File: src/rtl/pmm_pkg.sv
package pmm_pkg;
  typedef enum logic [2:0] {
    M_INIT = 3'd0,
    M_HIGH = 3'd1,
    M_LOW  = 3'd2,
    M_HOP  = 3'd3,
    M_IDLE = 3'd4,
    M_OFF  = 3'd5
  } mode_t;

  localparam int A_MODE   = 0;
  localparam int A_PERIOD = 1;
  localparam int A_DUTY   = 2;
  localparam int A_SETTLE = 3;
  localparam int A_STAT   = 4;
  localparam int A_DLY    = 5;

  localparam logic [1:0] RAIL_NONE = 2'b00;
  localparam logic [1:0] RAIL_LO   = 2'b01;
  localparam logic [1:0] RAIL_HI   = 2'b10;

  function automatic logic mode_ok(input logic [2:0] cur, input logic [2:0] nxt);
    if (nxt > 3'd5) return 1'b0;
    if (cur == 3'd5 && nxt != 3'd0) return 1'b0;
    return 1'b1;
  endfunction
endpackage

File: src/rtl/pmm_regs.sv
module pmm_regs
  import pmm_pkg::*;
#(
  parameter int DW = 16,
  parameter int AW = 3,
  parameter int RST_PERIOD = 16,
  parameter int RST_DUTY = 8,
  parameter int RST_SETTLE = 4
) (
  input  logic          clk,
  input  logic          rst_n,
  input  logic          bus_wr,
  input  logic [AW-1:0] bus_addr,
  input  logic [DW-1:0] bus_wdata,
  input  logic          busy,
  output mode_t         mode,
  output logic [DW-1:0] period,
  output logic [DW-1:0] duty,
  output logic [DW-1:0] settle,
  output logic [DW-1:0] dly,
  output logic          err,
  output logic [DW-1:0] rdata
);
  always_ff @(posedge clk or negedge rst_n) begin
    if (!rst_n) begin
      mode   <= M_INIT;
      period <= DW'(RST_PERIOD);
      duty   <= DW'(RST_DUTY);
      settle <= DW'(RST_SETTLE);
      dly    <= '0;
      err    <= 1'b0;
    end else if (bus_wr) begin
      case (bus_addr)
        AW'(A_MODE): begin
          if (mode_ok(mode, bus_wdata[2:0])) mode <= mode_t'(bus_wdata[2:0]);
          else err <= 1'b1;
        end
        AW'(A_PERIOD): period <= bus_wdata;
        AW'(A_DUTY):   duty   <= bus_wdata;
        AW'(A_SETTLE): settle <= bus_wdata;
        AW'(A_STAT):   if (bus_wdata[4]) err <= 1'b0;
        AW'(A_DLY):    dly    <= bus_wdata;
        default: ;
      endcase
    end
  end

  always_comb begin
    rdata = '0;
    case (bus_addr)
      AW'(A_MODE):   rdata[2:0] = mode;
      AW'(A_PERIOD): rdata = period;
      AW'(A_DUTY):   rdata = duty;
      AW'(A_SETTLE): rdata = settle;
      AW'(A_STAT): begin
        rdata[2:0] = mode;
        rdata[3]   = busy;
        rdata[4]   = err;
      end
      AW'(A_DLY):    rdata = dly;
      default: ;
    endcase
  end
endmodule

File: src/rtl/pmm_pwm.sv
module pmm_pwm #(
  parameter int DW = 16
) (
  input  logic          clk,
  input  logic          rst_n,
  input  logic          en,
  input  logic [DW-1:0] period,
  input  logic [DW-1:0] duty,
  output logic          hi
);
  logic [DW-1:0] cnt;
  logic [DW:0]   cnt_inc;

  assign cnt_inc = {1'b0, cnt} + {{DW{1'b0}}, 1'b1};

  always_ff @(posedge clk or negedge rst_n) begin
    if (!rst_n)                         cnt <= '0;
    else if (!en)                       cnt <= '0;
    else if (cnt_inc >= {1'b0, period}) cnt <= '0;
    else                                cnt <= cnt_inc[DW-1:0];
  end

  assign hi = en && (cnt < duty);
endmodule

File: src/rtl/pmm_seq.sv
module pmm_seq
  import pmm_pkg::*;
#(
  parameter int DW = 16
) (
  input  logic          clk,
  input  logic          rst_n,
  input  logic [1:0]    want,
  input  logic [DW-1:0] settle,
  input  logic          pause_gnt,
  output logic [1:0]    sw,
  output logic          pause_req,
  output logic          waiting
);
  typedef enum logic [1:0] {S_IDLE, S_REQ, S_MAKE, S_SETTLE} st_t;
  st_t           st;
  logic [1:0]    tgt;
  logic [DW-1:0] cnt;

  always_ff @(posedge clk or negedge rst_n) begin
    if (!rst_n) begin
      st  <= S_IDLE;
      sw  <= RAIL_HI;
      tgt <= RAIL_HI;
      cnt <= '0;
    end else begin
      case (st)
        S_IDLE: if (want != sw) begin
          tgt <= want;
          st  <= S_REQ;
        end
        S_REQ: if (pause_gnt) begin
          sw <= sw | tgt;
          st <= S_MAKE;
        end
        S_MAKE: begin
          sw  <= tgt;
          cnt <= settle;
          st  <= S_SETTLE;
        end
        S_SETTLE: begin
          if (cnt == '0) st <= S_IDLE;
          else           cnt <= cnt - 1'b1;
        end
        default: st <= S_IDLE;
      endcase
    end
  end

  assign pause_req = (st != S_IDLE);
  assign waiting   = (st == S_REQ);
endmodule

File: src/rtl/pmm_top.sv
module pmm_top
  import pmm_pkg::*;
#(
  parameter int DW = 16,
  parameter int AW = 3
) (
  input  logic          clk,
  input  logic          rst_n,
  input  logic          bus_wr,
  input  logic [AW-1:0] bus_addr,
  input  logic [DW-1:0] bus_wdata,
  output logic [DW-1:0] bus_rdata,
  input  logic          pause_gnt,
  output logic          pause_req,
  output logic          sw_hi_en,
  output logic          sw_lo_en,
  output logic          clk_run,
  output logic          dom_rst,
  output logic [DW-1:0] dly_cfg
);
  mode_t         mode_q;
  logic [DW-1:0] period, duty, settle;
  logic          err_q, hop_hi, seq_wait;
  logic [1:0]    want, sw;

  pmm_regs #(.DW(DW), .AW(AW)) u_regs (
    .clk(clk), .rst_n(rst_n), .bus_wr(bus_wr), .bus_addr(bus_addr),
    .bus_wdata(bus_wdata), .busy(pause_req), .mode(mode_q),
    .period(period), .duty(duty), .settle(settle), .dly(dly_cfg),
    .err(err_q), .rdata(bus_rdata)
  );

  pmm_pwm #(.DW(DW)) u_pwm (
    .clk(clk), .rst_n(rst_n), .en(mode_q == M_HOP),
    .period(period), .duty(duty), .hi(hop_hi)
  );

  always_comb begin
    case (mode_q)
      M_INIT, M_HIGH: want = RAIL_HI;
      M_LOW, M_IDLE:  want = RAIL_LO;
      M_HOP:          want = hop_hi ? RAIL_HI : RAIL_LO;
      default:        want = RAIL_NONE;
    endcase
  end

  pmm_seq #(.DW(DW)) u_seq (
    .clk(clk), .rst_n(rst_n), .want(want), .settle(settle),
    .pause_gnt(pause_gnt), .sw(sw), .pause_req(pause_req), .waiting(seq_wait)
  );

  assign sw_hi_en = sw[1];
  assign sw_lo_en = sw[0];
  assign clk_run  = (mode_q inside {M_INIT, M_HIGH, M_LOW, M_HOP}) && (sw != RAIL_NONE);
  assign dom_rst  = (mode_q == M_INIT);
endmodule

File: config.mk
export PLATFORM = sky130hd
export DESIGN_NAME = pmm_top
export DESIGN_NICKNAME = d
export VERILOG_FILES = /design/src/rtl/pmm_pkg.sv /design/src/rtl/pmm_regs.sv /design/src/rtl/pmm_pwm.sv /design/src/rtl/pmm_seq.sv /design/src/rtl/pmm_top.sv
export SDC_FILE = /design/constraint.sdc
export NUM_CORES = 1
export LEC_CHECK = 0
export BUFFER_PORTS_ARGS = -buffer_cell sky130_fd_sc_hd__buf_2
export CAP_MARGIN = 10
export CORE_MARGIN = 2
export CORE_UTILIZATION = 40
export DETAILED_ROUTE_END_ITERATION = 10
export GPL_TIMING_DRIVEN = 0
export PLACE_DENSITY_LB_ADDON = 0.25
export SYNTH_ARGS = -nofsm -noshare
export SYNTH_HDL_FRONTEND = slang
export SYNTH_SLANG_ARGS = --single-unit
File: constraint.sdc
create_clock -name clk -period 2.6 [get_ports clk]
set_input_delay 0.39 -clock clk [delete_from_list [all_inputs] [get_ports clk]]
set_output_delay 0.39 -clock clk [all_outputs]
set_load 0.02 [all_outputs]
==> summary.log <==
[outcome] status completed
[synth] Avg Inst Size Synth 9.37 sq um
[timing] ratio of final minimum period to clock period 0.990
[synth] syn_nets 724
[global_routing] total global routing track utilization 0.220
[floorplanning] Row Count 45
[power_and_ir_drop] Power Dens Cells 845 nW/um^2
[routing] number of violations reported at the end of detailed-routing iteration 0 344
[timing] fmax 389 MHz
[placement] Routability Congestion 0.885
[synth] post-synthesis async set-or-reset flop share 1.00
[critical_path] critical path startpoint category flip-flop
[synth] leading post-synthesis cells by cell area dfrtp_1 (41%), ha_1 (7.4%), mux2_2 (6.3%)
[cells_and_area] area occupied by registers 2660 sq um
[timing] transition time at the pin with the least slew margin 0.802 ns
[critical_path] reg-to-reg critical path startpoint u_pwm.cnt[1]
[placement] pre-CTS WS -0.589 ns
[synth] Post-synth top flop dfrtp_1
[routing] antenna-violating nets left 0
[critical_path] launching element of the worst setup path u_pwm.cnt[1]
[cells_and_area] fraction of layout cells with a size suffix above 1 0.243
[critical_path] reg-to-reg endpoint u_pwm.cnt[15]
[power_and_ir_drop] Pwr Total 6.30 mW
[clock_network] Inserted Clock Buffers 9
[clock_network] number of hold-repair buffers added at the cts stage 0
[timing] Slew headroom 0.465
[synth] number of distinct library cell variants in the gate-level netlist after synthesis 69
[global_routing] number of antenna violations at the first check in global routing 0
[critical_path] path type of the worst setup path reg -> reg
[timing] Max Slew Vio Count 0
[clock_network] CTS sink count 106
[floorplanning] Die W 129 um
[routing] Vias 5322
[placement] area post-placement 6790 sq um
[cells_and_area] number of inserted diodes 0
[clock_network] insertion delay of the later-clocked pin in the worst-skew pair 0.36 ns
[cells_and_area] final instance area 7450 sq um
[critical_path] flop-to-flop setup slack 0.03 ns
[floorplanning] Boundary Pins 60
[global_routing] wire length of the first global-routing pass 27800 um
[critical_path] required time at the worst-slack endpoint 2.89 ns
[global_routing] grt ovf 0
[routing] average wire per cell in the routed design 18.8 um
[routing] ratio of routed vias to standard cells 5.64
[cells_and_area] final standard cell utilization of the core 0.490
[critical_path] reg2reg path depth 13
[cells_and_area] final net count 811
[floorplanning] starting density of the core 0.409
[floorplanning] core box area 15200 sq um
[clock_network] root cell of the clock tree clkbuf_16
[synth] proportion of synthesized chip area in sequential cells 0.427
[critical_path] type of destination of the critical path flip-flop
[timing] Period minus WS final 2.57 ns
[clock_network] clk buf depth 2
[synth] number of synthesized register bits 106
[global_routing] pin count of the biggest net entering global routing 62
[global_routing] vias in the first global route 5187
[synth] library cell with the largest summed area after synthesis dfrtp_1
[clock_network] TritonCTS clock tree built
[critical_path] Max Fanout on Critical Path 6
[routing] number of detailed-route iterations in the first pass 5
[synth] EDFF count, synth 0
[placement] count of buffers from port buffering 58
[synth] warning count from the yosys run 0
[critical_path] Worst EP arrival 2.86 ns
[job] maxcap violations 0
[power_and_ir_drop] reported leakage power 3.44 nW
[synth] portion of synthesized cell area occupied by the leading cell type 0.406
[clock_network] clock slew at reported path FFs 0.07 ns
[power_and_ir_drop] worst IR drop on VDD 379 uV
[worst_hold_path] worst hold-check path type in -> async
[timing] unrepaired setup endpoints after global routing yes
[timing] number of setup violations in the final report 0
[synth] Syn Std Cell Area 6220 sq um
[floorplanning] Die Y 129 um
[timing] Worst Slack Setup Final 0.0272 ns
[routing] DRC violation count after routing 0
[floorplanning] Total Die Area 16600 sq um
[cells_and_area] layout overhead on the synthesized area 19.7%
[timing] final worst hold slack 0.0475 ns
[timing] worst clock skew 0.00695 ns
[cells_and_area] fill count 1396
[routing] final wirelength 17800 um
[clock_network] H-tree levels 3
[placement] sum of net half-perimeters after detailed placement 13600 um
[timing] Final Hold Viols 0
[synth] cell count after synthesis 664
[cells_and_area] Multi-input gate area 3460 sq um
through the flow:
step / TNS, ns / instances
3_5_place_dp: -8.38 / 911
2_1_floorplan: 0 / 664
3_3_place_gp: -15.56 / 910
6_report: 0 / 944
4_1_cts: 0 / 938
5_1_grt: -0.453 / 944
state kept, by name, summed over array words and instances, names as in the netlist:
register       flops
u_seq.sw           2
u_regs.duty       16
u_regs.period     16
u_regs.settle     16
u_pwm.cnt         16
u_seq.tgt          2
u_regs.err         1
u_seq.st           2
u_seq.cnt         16
u_regs.dly        16
u_regs.mode        3
layout by cell type, fill, tap and decap left out, types with 10 or more instances in the layout:
cell and n:
nand2_1 89, mux2_2 35, buf_2 59, clkbuf_1 21, nor2_1 45, inv_1 44, a21oi_1 22, o21ai_0 54
nor2b_1 10, mux2i_1 16, dfrtp_1 97, a22o_1 13, ha_1 34, buf_4 13, xnor2_1 13
critical path, stage by stage, from the launching register on:
cell and delay, ns:
dfrtp_1 0.41, ha_4 0.17, and3_4 0.22, nand2_4 0.05, xnor2_2 0.17, ha_1 0.27, a21o_1 0.20, a21o_1 0.19
a21o_1 0.16, a21oi_2 0.15, o211a_4 0.20, buf_6 0.12, nand2_1 0.06, nor2_1 0.14
kinds of logic (layout without fill, tap and decap cells):
| kind of cell | count (synthesis) | in the layout | synth area share |
|---|---|---|---|
| AOI/OAI and AO/OA | 160 | 160 | 0.171 |
| xor gates and xnor gates | 20 | 20 | 0.0281 |
| adders and majority gates | 37 | 37 | 0.0744 |
| buffers and inverters | 73 | 165 | 0.0470 |
| DFF | 106 | 106 | 0.427 |
| muxes | 52 | 52 | 0.0909 |
| and+or+nand+nor | 216 | 216 | 0.162 |
per-layer routing:
layer / part of all wire / track usage / vias up
li1: - / - / 2540
met1: 0.43 / 0.276 / 2623
met2: 0.51 / 0.387 / 139
met3: 0.045 / 0.0511 / 20
met4: 0.014 / 0.0467 / 0
met5: 0 / 0 / -
synth_stat cells, types with 5 or more instances:
master,n
a211oi_1,9
ha_1,37
dfrtp_1,101
a21oi_1,23
inv_1,44
nor2b_1,10
nor2_1,50
clkbuf_1,24
mux2_2,35
o21a_1,9
dfstp_2,5
o21ai_0,56
nand2_1,92
a22o_1,13
nor3_1,10
nand2b_1,5
o22ai_1,9
nand3_1,11
mux2i_1,16
nand4_1,9
xnor2_1,17
a21o_1,5
timing repair:
item | 4_1_cts | 5_1_grt
buffers inserted | 10 | 6
cloned | 1 | 0
endpoints found under the hold margin | 0 | 0
setup endpoints to repair | 22 | 24
resized for setup | 20 | 37
pin swaps | 8 | 16
worst max path at each step:
| stage | slack (ns) | cells after the start | end |
|---|---|---|---|
| 4_1_cts | 0.01 | 12 | u_pwm.cnt[10] |
| 6_report | 0.03 | 13 | u_pwm.cnt[15] |
| 2_1_floorplan | 0.05 | 13 | u_pwm.cnt[10] |
| 3_5_place_dp | -0.59 | 12 | u_pwm.cnt[13] |
| 5_1_grt | -0.05 | 13 | u_pwm.cnt[15] |
| 3_3_place_gp | -0.56 | 12 | u_pwm.cnt[5] |
final cells by class:
type / count / area share
flip-flops and latches: 106 / 0.358
repair buffers: 76 / 0.0626
inverters: 44 / 0.0222
clock inverters: 7 / 0.0114
plain buffers: 29 / 0.0203
clock buffers: 9 / 0.0302
multi-input cells: 485 / 0.464
well taps: 188 / 0.0316
power by group:
part	total (mW)	internal (mW)	switching [mW]
clock	1.46	0.767	0.691
combinational	2.35	0.983	1.37
sequential	2.49	2.08	0.413
total	6.30	3.83	2.47
Power figures use the tool's default switching activity.
